===== config.mk =====
export PLATFORM = sky130hd
export DESIGN_NAME = ivec_reloc_reg
export DESIGN_NICKNAME = d
export VERILOG_FILES = /design/src/rtl/ivr_pkg.sv /design/src/rtl/ivr_unlock.sv /design/src/rtl/ivr_vec_map.sv /design/src/rtl/ivr_irq_gate.sv /design/src/rtl/ivec_reloc_reg.sv
export SDC_FILE = /design/constraint.sdc
export NUM_CORES = 1
export LEC_CHECK = 0
export BUFFER_PORTS_ARGS = -buffer_cell sky130_fd_sc_hd__buf_2
export CAP_MARGIN = 20
export CORE_MARGIN = 3
export CORE_UTILIZATION = 30
export DETAILED_ROUTE_END_ITERATION = 10
export MAX_ROUTING_LAYER = met4
export PLACE_DENSITY = 0.65
export SETUP_SLACK_MARGIN = 0.05
export SYNTH_ARGS = -nofsm -noshare
export SYNTH_HDL_FRONTEND = slang
export SYNTH_HIERARCHICAL = 1
export SYNTH_SLANG_ARGS = --single-unit

===== constraint.sdc =====
create_clock -name clk -period 2.08 [get_ports clk]
set_input_delay 0.104 -clock clk [delete_from_list [all_inputs] [get_ports clk]]
set_output_delay 0.104 -clock clk [all_outputs]
set_load 0.005 [all_outputs]

===== src/rtl/ivr_pkg.sv =====
package ivr_pkg;
  // Bit positions are fixed: software decodes them.
  localparam int IVR_CE_BIT   = 0;
  localparam int IVR_SEL_BIT  = 1;
  localparam int IVR_RSVD_BIT = 2;
  localparam int IVR_EXT_LSB  = 3;
  localparam int IVR_EXT_W    = 5;

  typedef struct packed {
    logic [IVR_EXT_W-1:0] ext;
    logic                 rsvd;
    logic                 sel;
    logic                 ce;
  } ivr_reg_t;
endpackage


===== src/rtl/ivr_unlock.sv =====
module ivr_unlock #(
  parameter int WIN_CYC = 4
) (
  input  logic clk,
  input  logic rst_n,
  input  logic wr,
  input  logic wr_ce,
  input  logic wr_sel,
  input  logic insn_retire,
  output logic vsel,
  output logic chg_en,
  output logic unlock_mask,
  output logic ce_set,
  output logic sel_wr_ok
);
  localparam int CNT_W = $clog2(WIN_CYC + 1);
  localparam logic [CNT_W-1:0] CNT_LOAD = CNT_W'(WIN_CYC);

  logic [CNT_W-1:0] win_cnt;
  logic             post_hold;

  assign ce_set    = wr & wr_ce;
  assign sel_wr_ok = wr & ~wr_ce & chg_en;
  assign chg_en    = (win_cnt != '0);

  always_ff @(posedge clk or negedge rst_n) begin
    if (!rst_n) begin
      win_cnt <= '0;
    end else if (ce_set) begin
      win_cnt <= CNT_LOAD;
    end else if (sel_wr_ok) begin
      win_cnt <= '0;
    end else if (chg_en) begin
      win_cnt <= win_cnt - 1'b1;
    end
  end

  always_ff @(posedge clk or negedge rst_n) begin
    if (!rst_n) begin
      vsel <= 1'b0;
    end else if (sel_wr_ok) begin
      vsel <= wr_sel;
    end
  end

  // Hold the mask past the select write until the next instruction ends.
  always_ff @(posedge clk or negedge rst_n) begin
    if (!rst_n) begin
      post_hold <= 1'b0;
    end else if (sel_wr_ok) begin
      post_hold <= 1'b1;
    end else if (post_hold && insn_retire) begin
      post_hold <= 1'b0;
    end
  end

  assign unlock_mask = ce_set | chg_en | post_hold;

  AST_SEL_NEEDS_UNLOCK: assert property (@(posedge clk) disable iff (!rst_n)
    !$stable(vsel) |-> ($past(chg_en) && $past(wr) && !$past(wr_ce)));
  AST_CE_FROM_WRITE: assert property (@(posedge clk) disable iff (!rst_n)
    $rose(chg_en) |-> ($past(wr) && $past(wr_ce)));
  AST_CE_SELF_CLEAR: assert property (@(posedge clk) disable iff (!rst_n)
    (win_cnt == CNT_W'(1) && !wr) |=> !chg_en);
  AST_CE_RESTART: assert property (@(posedge clk) disable iff (!rst_n)
    ce_set |=> (win_cnt == CNT_LOAD));
  AST_HOLD_AFTER_SEL: assert property (@(posedge clk) disable iff (!rst_n)
    sel_wr_ok |=> unlock_mask);
  AST_BOTH_BITS_KEEP_SEL: assert property (@(posedge clk) disable iff (!rst_n)
    (wr && wr_ce && wr_sel) |=> $stable(vsel));
endmodule


===== src/rtl/ivr_vec_map.sv =====
module ivr_vec_map #(
  parameter int ADDR_W         = 16,
  parameter int IDX_W          = 5,
  parameter int FLASH_WORDS    = 8192,
  parameter int MAX_BOOT_WORDS = 1024
) (
  input  logic              vsel,
  input  logic [1:0]        boot_size,
  input  logic [IDX_W-1:0]  irq_idx,
  output logic [ADDR_W-1:0] vec_base,
  output logic [ADDR_W-1:0] vec_addr
);
  localparam int ENTRY_WORDS = 2;

  function automatic logic [ADDR_W-1:0] boot_base_f(input logic [1:0] code);
    int words;
    words = MAX_BOOT_WORDS >> code;
    return ADDR_W'(FLASH_WORDS - words);
  endfunction

  function automatic logic [ADDR_W-1:0] entry_addr_f(input logic [ADDR_W-1:0] base,
                                                     input logic [IDX_W-1:0]  idx);
    return base + ADDR_W'(ENTRY_WORDS * int'(idx));
  endfunction

  assign vec_base = vsel ? boot_base_f(boot_size) : '0;
  assign vec_addr = entry_addr_f(vec_base, irq_idx);
endmodule


===== src/rtl/ivr_irq_gate.sv =====
module ivr_irq_gate (
  input  logic glob_ie,
  input  logic unlock_mask,
  input  logic vsel,
  input  logic lock_app,
  input  logic lock_boot,
  input  logic exec_in_boot,
  output logic lock_block,
  output logic irq_en
);
  // Vectors in boot but running protected application code, or the reverse.
  assign lock_block = (vsel & lock_app & ~exec_in_boot) |
                      (~vsel & lock_boot & exec_in_boot);
  assign irq_en     = glob_ie & ~unlock_mask & ~lock_block;
endmodule


===== src/rtl/ivec_reloc_reg.sv =====
module ivec_reloc_reg
  import ivr_pkg::*;
#(
  parameter int ADDR_W         = 16,
  parameter int IDX_W          = 5,
  parameter int FLASH_WORDS    = 8192,
  parameter int MAX_BOOT_WORDS = 1024,
  parameter int WIN_CYC        = 4
) (
  input  logic              clk,
  input  logic              rst_n,
  input  logic              reg_wr,
  input  logic [7:0]        reg_wdata,
  output logic [7:0]        reg_rdata,
  input  logic              insn_retire,
  input  logic [1:0]        boot_size,
  input  logic              lock_app,
  input  logic              lock_boot,
  input  logic              exec_in_boot,
  input  logic              glob_ie,
  input  logic [IDX_W-1:0]  irq_idx,
  output logic [4:0]        ext_en,
  output logic [ADDR_W-1:0] vec_base,
  output logic [ADDR_W-1:0] vec_addr,
  output logic              irq_en
);
  ivr_reg_t wfield;
  ivr_reg_t rfield;
  logic     vsel, chg_en, unlock_mask, ce_set, sel_wr_ok, lock_block;
  logic [IVR_EXT_W-1:0] ext_q;
  logic     rsvd_unused;

  assign wfield      = ivr_reg_t'(reg_wdata);
  assign rsvd_unused = wfield.rsvd;

  always_ff @(posedge clk or negedge rst_n) begin
    if (!rst_n) begin
      ext_q <= '0;
    end else if (reg_wr) begin
      ext_q <= wfield.ext;
    end
  end

  ivr_unlock #(.WIN_CYC(WIN_CYC)) u_unlock (
    .clk         (clk),
    .rst_n       (rst_n),
    .wr          (reg_wr),
    .wr_ce       (wfield.ce),
    .wr_sel      (wfield.sel),
    .insn_retire (insn_retire),
    .vsel        (vsel),
    .chg_en      (chg_en),
    .unlock_mask (unlock_mask),
    .ce_set      (ce_set),
    .sel_wr_ok   (sel_wr_ok)
  );

  ivr_vec_map #(
    .ADDR_W(ADDR_W), .IDX_W(IDX_W),
    .FLASH_WORDS(FLASH_WORDS), .MAX_BOOT_WORDS(MAX_BOOT_WORDS)
  ) u_map (
    .vsel      (vsel),
    .boot_size (boot_size),
    .irq_idx   (irq_idx),
    .vec_base  (vec_base),
    .vec_addr  (vec_addr)
  );

  ivr_irq_gate u_gate (
    .glob_ie      (glob_ie),
    .unlock_mask  (unlock_mask),
    .vsel         (vsel),
    .lock_app     (lock_app),
    .lock_boot    (lock_boot),
    .exec_in_boot (exec_in_boot),
    .lock_block   (lock_block),
    .irq_en       (irq_en)
  );

  always_comb begin
    rfield      = '0;
    rfield.ext  = ext_q;
    rfield.sel  = vsel;
    rfield.ce   = chg_en;
  end
  assign reg_rdata = rfield;
  assign ext_en    = ext_q;

  AST_RSVD_READS_ZERO: assert property (@(posedge clk) disable iff (!rst_n)
    reg_rdata[IVR_RSVD_BIT] == 1'b0);
  AST_APP_BASE_ZERO: assert property (@(posedge clk) disable iff (!rst_n)
    !vsel |-> (vec_base == '0));
  AST_ENTRY_STRIDE: assert property (@(posedge clk) disable iff (!rst_n)
    (vec_addr - vec_base) == ADDR_W'(2 * int'(irq_idx)));
  AST_MASK_IN_WINDOW: assert property (@(posedge clk) disable iff (!rst_n)
    (chg_en || ce_set) |-> !irq_en);
  AST_GATE_NEEDS_GIE: assert property (@(posedge clk) disable iff (!rst_n)
    irq_en |-> glob_ie);
  AST_LOCK_BLOCKS: assert property (@(posedge clk) disable iff (!rst_n)
    lock_block |-> !irq_en);
  AST_SEL_EVENT_CLEARS_CE: assert property (@(posedge clk) disable iff (!rst_n)
    sel_wr_ok |=> !chg_en);
endmodule


After elaboration in Yosys (flattened, before gate mapping)
Index checks and enable logic that the tools add are counted.
{"block": "word_totals", "register_bits": 10, "in_bits": 23, "out_inout_bits": 46, "word_cells": 35}
{"block": "classes", "n_addsub": 3, "shift": 1, "mux": 6, "bitwise_logic": 17, "n_reduce_logical": 4}
{"operator": "adder 16 x 6 -> 16 bit", "count": 1}
{"operator": "two-way mux 16 bit", "count": 1}
{"operator": ">> shifter 11 x 2 -> 16 bit, first input constant", "count": 1}
{"operator": "subtractor 15 x 16 -> 16 bit, first input constant", "count": 1}
{"operator": "bitwise AND 1 bit", "count": 9}
{"operator": "two-way mux 3 bit", "count": 3}
{"operator": "nonzero test 3 bit", "count": 2}
{"operator": "NOT 1 bit", "count": 5}
{"operator": "OR 1 bit", "count": 3}
{"operator": "subtractor 3 x 1 -> 3 bit, second input constant", "count": 1}
{"operator": "two-way mux 1 bit", "count": 2}
{"operator": "nonzero test 2 bit", "count": 1}
{"operator": "logical AND 1 bit", "count": 1}

Longest topological paths before layout
Gate-level depths: netlist (run 1).
{"block": "depth", "word_depth": 6, "mapped_depth": 7, "depth_no_buf": 7}

Hierarchy
The synthesis (run 1) kept the hierarchy.
{"module": "ivr_unlock", "n_inst": 1, "cells_per_inst": 26, "area_each_um2": 286.5, "seq_area_each_um2": 125.1}
{"module": "ivr_vec_map", "n_inst": 1, "cells_per_inst": 36, "area_each_um2": 259.0, "seq_area_each_um2": 0.0}
{"module": "ivec_reloc_reg", "n_inst": 1, "cells_per_inst": 19, "area_each_um2": 245.2, "seq_area_each_um2": 125.1}
{"module": "ivr_irq_gate", "n_inst": 1, "cells_per_inst": 5, "area_each_um2": 31.3, "seq_area_each_um2": 0.0}

Least setup slack after synthesis (run 1)
No wires, ideal clock.
{"block": "synth_timing", "path_kind": "register to output", "startpoint": "reg u_unlock.win_cnt[0]", "endpoint": "out irq_en", "arrival_ps": 1450, "required_time_ps": 1976, "path_slack_ps": 526, "stages_incl_launch_ff": 8, "path_buffers": 0, "cell_sequence": "dfrtp_1 > inv_1 > ha_1 > nor2b_4 > inv_2 > or3_2 > inv_1 > o2111a_1"}
{"block": "synth_between", "elab_chain_cells": 6}
{"element": "start: declaration", "line_no": "ivr_unlock.sv:19", "source": "logic [CNT_W-1:0] win_cnt;"}
{"element": "start signal: assignment", "line_no": "ivr_unlock.sv:34", "source": "win_cnt <= win_cnt - 1'b1;"}
{"element": "nonzero test 3 bit", "line_no": "ivr_unlock.sv:24", "source": "assign chg_en = (win_cnt != '0);"}
{"element": "net chg_en", "line_no": "ivec_reloc_reg.sv:29", "source": "logic vsel, chg_en, unlock_mask, ce_set, sel_wr_ok, lock_block;"}
{"element": "OR 1 bit (2 in series)", "line_no": "ivr_unlock.sv:57", "source": "assign unlock_mask = ce_set | chg_en | post_hold;"}
{"element": "net unlock_mask", "line_no": "ivec_reloc_reg.sv:29"}
{"element": "NOT 1 bit", "line_no": "ivr_irq_gate.sv:14", "source": "assign irq_en = glob_ie & ~unlock_mask & ~lock_block;"}
{"element": "bitwise AND 1 bit (2 in series)", "line_no": "ivr_irq_gate.sv:14"}
{"element": "end: declaration", "line_no": "ivec_reloc_reg.sv:25", "source": "output logic irq_en"}
The timed path passes the listed nets, and every way through them passes these cells.

Final worst setup path (run 1)
{"block": "layout_timing", "startpoint": "reg u_unlock.win_cnt[0]", "endpoint": "out irq_en"}
{"block": "layout_between", "elab_chain_cells": 6}
{"element": "nonzero test 3 bit", "line_no": "ivr_unlock.sv:24"}
{"element": "OR 1 bit (2 in series)", "line_no": "ivr_unlock.sv:57"}
{"element": "net unlock_mask", "line_no": "ivec_reloc_reg.sv:29"}
{"element": "NOT 1 bit", "line_no": "ivr_irq_gate.sv:14"}
{"element": "bitwise AND 1 bit (2 in series)", "line_no": "ivr_irq_gate.sv:14"}
The timed path passes the listed nets, and every way through them passes these cells.

==> results.sh, run 1 <==
export IMPL_crit_buf_inv=4
export IMPL_tns_ns=0
export IMPL_fp_dieW_um=58.2
export IMPL_globalplace_congestion=0.653
export IMPL_reg2reg_from="u_unlock/win_cnt[0]"
export IMPL_fin_skew_ns=0.000249
export IMPL_swShare_pct=33.2
export IMPL_crit_family="simple AND/OR/NAND/NOR gates"
export IMPL_period_minus_slack_ns=1.87
export IMPL_crit_type="flop to primary output"
export IMPL_wl_per_cell_um=10.8
export IMPL_ant_nets=0
export IMPL_drtIter0Drc=18
export IMPL_fin_cells=143
export IMPL_vdd_ir_drop_max_mv=0.432
export IMPL_slowest_delay_ns=0.38
export IMPL_syn_area_um2=817
export IMPL_clk_latency_ns=0.26
export IMPL_arrival_ns=1.77
export IMPL_core_um2=2520
export IMPL_placed_cell_area_um2=860
export IMPL_htreeDepth=1
export IMPL_start_kind="flop"
export IMPL_avgSynthCellArea_um2=9.61
export IMPL_cp_max_fo=5
export IMPL_pin_count=69
export IMPL_post_place_cells=135
export IMPL_timing_hold_ws_ns=0.0753
export IMPL_grt_max_degree=14
export IMPL_grt_pass1_wl_mm=2.26
export IMPL_ctsLongestPathBuffers=2
export IMPL_initial_utilization_pct=32.4
export IMPL_hp_class="input port to flop"
export IMPL_fmax_ghz=0.534
export IMPL_final_cell_mix="buf_2, conb_1, dfrtp_1"
export IMPL_p_leak_uw=0.000525
export IMPL_grt_pass1_vias=574
export IMPL_critPathCaptureType="primary output"
export IMPL_seq_power_share_pct=32.6
export IMPL_root_buffer="clkbuf_4"
export IMPL_final_common_cell="buf_2"
export IMPL_crit_start="u_unlock/win_cnt[0]"
export IMPL_cp_required_ns=1.98
export IMPL_crit_path_top_delay_cell="dfrtp_1"
export IMPL_clock_sink_count=10
export IMPL_hpwlAfterDp_mm=1.26
export IMPL_syn_to_final_growth_pct=14.4
export IMPL_clockPowerShare_pct=19.4
export IMPL_combPwrFrac_pct=48.1
export IMPL_holdCritStartpoint="reg_wdata[3]"
export IMPL_drt_pass1_iter_count=4
export IMPL_critical_path_most_common_cell="inv_2"
export IMPL_die_h_um=58.2
export IMPL_stdcell_area_um2=935
export IMPL_crit_chain="inv_2, ha_2, nor2b_4, inv_2, or3_4, inv_2, o2111a_1, buf_2"
export IMPL_port_buffers=43
export IMPL_routed_wl_mm=1.54
export IMPL_p_sw_uw=296
export IMPL_clk_transition_reported_paths_ns=0.07
export IMPL_drcViolationCount=0
export IMPL_grt_overflow=0
export IMPL_dieArea_um2=3390
export IMPL_rsz0062_at_grt="no"
export IMPL_outcome="finished, final reports clean"
export IMPL_cts_tree="yes"
export IMPL_yosysWarnings=6
export IMPL_maxCapViolations=0
export IMPL_diodes=0
export IMPL_setup_viol=0
export IMPL_num_vias=614
export IMPL_antenna_found_initial=0
export IMPL_grt_use_total_pct=9.19
export IMPL_period_share_pct=90.0
export IMPL_p_int_uw=594
export IMPL_placementRows=18
export IMPL_finalMaxSlewViolations=0
export IMPL_vias_per_cell=4.29
export IMPL_hold_viol=0
export IMPL_finalPower_uw=890
export IMPL_final_layout_size_suffix_gt1_share_pct=61.9
export IMPL_syn_inst=85
export IMPL_power_density_nw_per_um2=953
export IMPL_cts_buffers=3
export IMPL_fin_nets=140
[metrics by stage]
stage                     utilization, %  setup slack (ns)
after detailed placement            34.1             0.316
after global routing                37.1             0.105
after floorplan                        -             0.526
after CTS                           36.2            0.0665
final                               37.1             0.208
after global placement              34.1             0.373
[state kept, by name (all words and copies together), names as in the netlist]
name,count
ext_en,5
u_unlock/post_hold,1
u_unlock/vsel,1
u_unlock/win_cnt,3
[final cells by class]
type,count,area (um2)
clock buffer,4,36.3
sequential,10,250
inverter,6,22.5
tap,30,37.5
multi-input combinational,46,340
timing repair buffer,47,248
fill,264,1590
[power by group through the flow]
stage | combinational [uW] | sequential (uW) | clock [uW]
6_report | 428 | 290 | 173
5_1_grt | 476 | 302 | 191
4_1_cts | 400 | 290 | 183
3_5_place_dp | 384 | 292 | 0
3_3_place_gp | 372 | 288 | 0
2_1_floorplan | 348 | 279 | 0
[worst paths after layout]
kind | to | slack [ns] | depth (start not counted)
min in group asynchronous | ext_en[0] | 0.23 | 2
min | ext_en[0] | 0.08 | 2
min reg2reg | u_unlock/post_hold | 0.50 | 1
max reg2reg | u_unlock/vsel | 0.67 | 6
max | irq_en | 0.21 | 8
max in group asynchronous | ext_en[4] | 1.65 | 2
[what timing repair did]
| item | CTS | global route |
|---|---|---|
| endpoints found under the setup margin | 1 | 1 |
| hold buffers | 1 | 0 |
| gates resized for setup | 1 | 4 |
| setup buffers | 1 | 2 |
| hold endpoints to repair | 10 | 0 |
| pin swaps | 0 | 0 |
[routing by layer]
metal	part of all wire (%)	GRT usage [%]	up-vias	wire [um]
li1	-	-	286	-
met1	33	9.04	283	507
met2	52	16.5	43	799
met3	14	1.34	2	220
met4	0.84	6.29	0	13
met5	0	-	-	0
Note: power is estimated with default switching activity, not from simulation.
==> run 2, diff against run 1 <==
--- a/config.mk
+++ b/config.mk
@@ -7,11 +7,11 @@
 export LEC_CHECK = 0
 export BUFFER_PORTS_ARGS = -buffer_cell sky130_fd_sc_hd__buf_2
 export CAP_MARGIN = 20
-export CORE_MARGIN = 3
+export CORE_MARGIN = 1
 export CORE_UTILIZATION = 30
 export DETAILED_ROUTE_END_ITERATION = 10
 export MAX_ROUTING_LAYER = met4
-export PLACE_DENSITY = 0.65
+export PLACE_DENSITY = 0.68
 export SETUP_SLACK_MARGIN = 0.05
 export SYNTH_ARGS = -nofsm -noshare
 export SYNTH_HDL_FRONTEND = slang
==> constraint.sdc (replaced) <==
create_clock -name clk -period 1.6 [get_ports clk]
set_input_delay 0.48 -clock clk [delete_from_list [all_inputs] [get_ports clk]]
set_output_delay 0.48 -clock clk [all_outputs]
set_load 0.005 [all_outputs]
==> run 2 against run 1 <==
Net effect: the flow now finishes with violations (negative setup slack); wire length up 7.4%; combinational power up 100%; via count up 6.7%; register-to-register slack worse by 0.78 ns; flip-flop and latch count unchanged; global-route usage up 3.5 points; worst hold slack worse by 0.0058 ns; sequential power up 29%; count of clock-buffer cells in the layout down 1; clock skew about the same; core utilization up 6.6 points; critical path type unchanged; critical endpoint unchanged.
==> results.sh, run 2 (synthesized netlist as in run 1, its figures left out) <==
export IMPL_outcome="complete, but fails checks"
export IMPL_violations="negative setup slack"
export IMPL_clk_transition_reported_paths_ns=0.06
export IMPL_wl_per_cell_um=10.9
export IMPL_combPwrFrac_pct=61.4
export IMPL_placed_cell_area_um2=972
export IMPL_critical_path_most_common_cell="inv_2"
export IMPL_vias_per_cell=4.31
export IMPL_period_share_pct=134
export IMPL_syn_to_final_growth_pct=34.8
export IMPL_stdcell_area_um2=1100
export IMPL_core_um2=2520
export IMPL_num_fill_cells=260
export IMPL_root_buffer="clkbuf_4"
export IMPL_start_kind="flop"
export IMPL_power_density_nw_per_um2=1270
export IMPL_finalPower_uw=1400
export IMPL_die_h_um=54.2
export IMPL_grt_pass1_wl_mm=2.56
export IMPL_fmax_ghz=0.467
export IMPL_multi_input_comb_area_um2=399
export IMPL_seq_area_um2=251
export IMPL_final_cell_mix="buf_2, conb_1, buf_4"
export IMPL_rsz0062_at_grt="yes"
export IMPL_grtUsageMet3_pct=3.67
export IMPL_clk_latency_ns=0.26
export IMPL_hp_class="input port to asynchronous set/reset pin"
export IMPL_final_util_pct=43.7
export IMPL_cts_buffers=3
export IMPL_hpwlAfterDp_mm=1.26
export IMPL_fin_nets=150
export IMPL_fp_dieW_um=54.2
export IMPL_clock_sink_count=10
export IMPL_cts_tree="yes"
export IMPL_setup_viol=9
export IMPL_finalMaxSlewViolations=0
export IMPL_grt_use_met1_pct=10.6
export IMPL_clockPowerShare_pct=12.0
export IMPL_grt_pass1_vias=626
export IMPL_p_int_uw=939
export IMPL_p_leak_uw=0.000590
export IMPL_period_minus_slack_ns=2.14
export IMPL_routed_wl_mm=1.65
export IMPL_crit_path_top_delay_cell="dfrtp_1"
export IMPL_globalplace_congestion=0.680
export IMPL_drt_pass1_iter_count=2
export IMPL_htreeDepth=1
export IMPL_pin_count=69
export IMPL_drtIter0Drc=3
export IMPL_arrival_ns=1.66
export IMPL_cp_max_fo=2
export IMPL_initial_utilization_pct=32.4
export IMPL_placementRows=18
export IMPL_ant_nets=0
export IMPL_slowest_delay_ns=0.39
export IMPL_hold_viol=0
export IMPL_grt_use_total_pct=12.7
export IMPL_final_layout_size_suffix_gt1_share_pct=70.5
export IMPL_largest_reg_flops=5
export IMPL_met2_usage_pct=25.0
export IMPL_final_common_cell="buf_2"
export IMPL_grt_busiest_layer="met2"
export IMPL_swShare_pct=33.1
export IMPL_setup_ws_ns=-0.543
export IMPL_vdd_ir_drop_max_mv=0.605
export IMPL_cp_required_ns=1.12
export IMPL_dieArea_um2=2940
export IMPL_p_sw_uw=464
export IMPL_crit_type="flop to primary output"
export IMPL_grt_max_degree=12
export IMPL_antenna_found_initial=0
export IMPL_num_vias=655
export IMPL_drcViolationCount=0
export IMPL_fin_skew_ns=0.000130
export IMPL_maxCapViolations=0
export IMPL_crit_chain="inv_2, ha_4, nor2b_4, inv_2, or3_4, inv_2, o2111a_1, buf_2"
export IMPL_grt_overflow=0
export IMPL_diodes=0
export IMPL_seq_power_share_pct=26.6
export IMPL_port_buffers=43
export IMPL_critPathCaptureType="primary output"
export IMPL_ctsLongestPathBuffers=2
[run 2: cell types whose count changed in the layout (fill, tap and decap cells not counted), moves of 2 or more]
cell | before | now
and3_2 | 2 | 0
ha_4 | 0 | 2
buf_6 | 0 | 8
buf_2 | 43 | 36
buf_4 | 3 | 13
and3_4 | 1 | 3
[run 2: through the flow]
step | worst slack (ns) | TNS, ns | hold slack [ns] | cells
floorplan | -0.161 | -0.161 | 0.184 | 97
global placement | -0.288 | -0.663 | 0.359 | 144
detailed placement | -0.288 | -0.860 | 0.361 | 144
CTS | -0.551 | -0.978 | 0.0776 | 149
global route | -0.607 | -1.51 | 0.0761 | 152
finish | -0.543 | -1.14 | 0.0695 | 152
[run 2: final cells by class]
| cell class | count | area share [%] |
|---|---|---|
| multi-input combinational | 46 | 36.2 |
| sequential | 10 | 22.8 |
| tap | 30 | 3.41 |
| timing repair buffer | 57 | 33.4 |
| inverter | 6 | 2.05 |
| clock buffer | 3 | 2.05 |
[run 2: worst paths after layout]
kind                            slack (ns)                start  cells after the start                   to
worst max-delay path                 -0.54  u_unlock/win_cnt[0]                      8               irq_en
worst min-delay path                  0.07                rst_n                      1  u_unlock/win_cnt[1]
worst max register to register       -0.11  u_unlock/win_cnt[0]                      9        u_unlock/vsel
worst min register to register        0.49   u_unlock/post_hold                      1   u_unlock/post_hold
max in group asynchronous             1.32                rst_n                      1        u_unlock/vsel
min in group clk                      0.45         reg_wdata[3]                      2            ext_en[0]
[run 2: power groups by stage]
stage	Sequential (uW)	Combinational (uW)	Clock (uW)
global route	384	968	191
finish	374	861	168
detailed placement	387	641	0
CTS	374	715	176
floorplan	370	501	0
global placement	378	623	0
[run 2: worst max-delay path, delay by kind of cell, from the launching register on]
| kind | cells | cell delay (ns) |
|---|---|---|
| and+or+nand+nor | 2 | 0.46 |
| DFF | 1 | 0.39 |
| buffers and inverters | 4 | 0.28 |
| AOI/OAI and AO/OA | 1 | 0.14 |
| adders and majority gates | 1 | 0.13 |
[run 2: timing repair]
action,4_1_cts,5_1_grt
buffers inserted,2,3
pin swaps,2,1
endpoints found under the setup margin,12,16
gates resized for setup,10,6
hold buffers,0,0
[run 2: metal layers]
layer	vias to the layer above	part of all wire, %
li1	306	-
met5	-	0
met4	0	1.4
met3	6	9.1
met2	41	57
met1	302	32
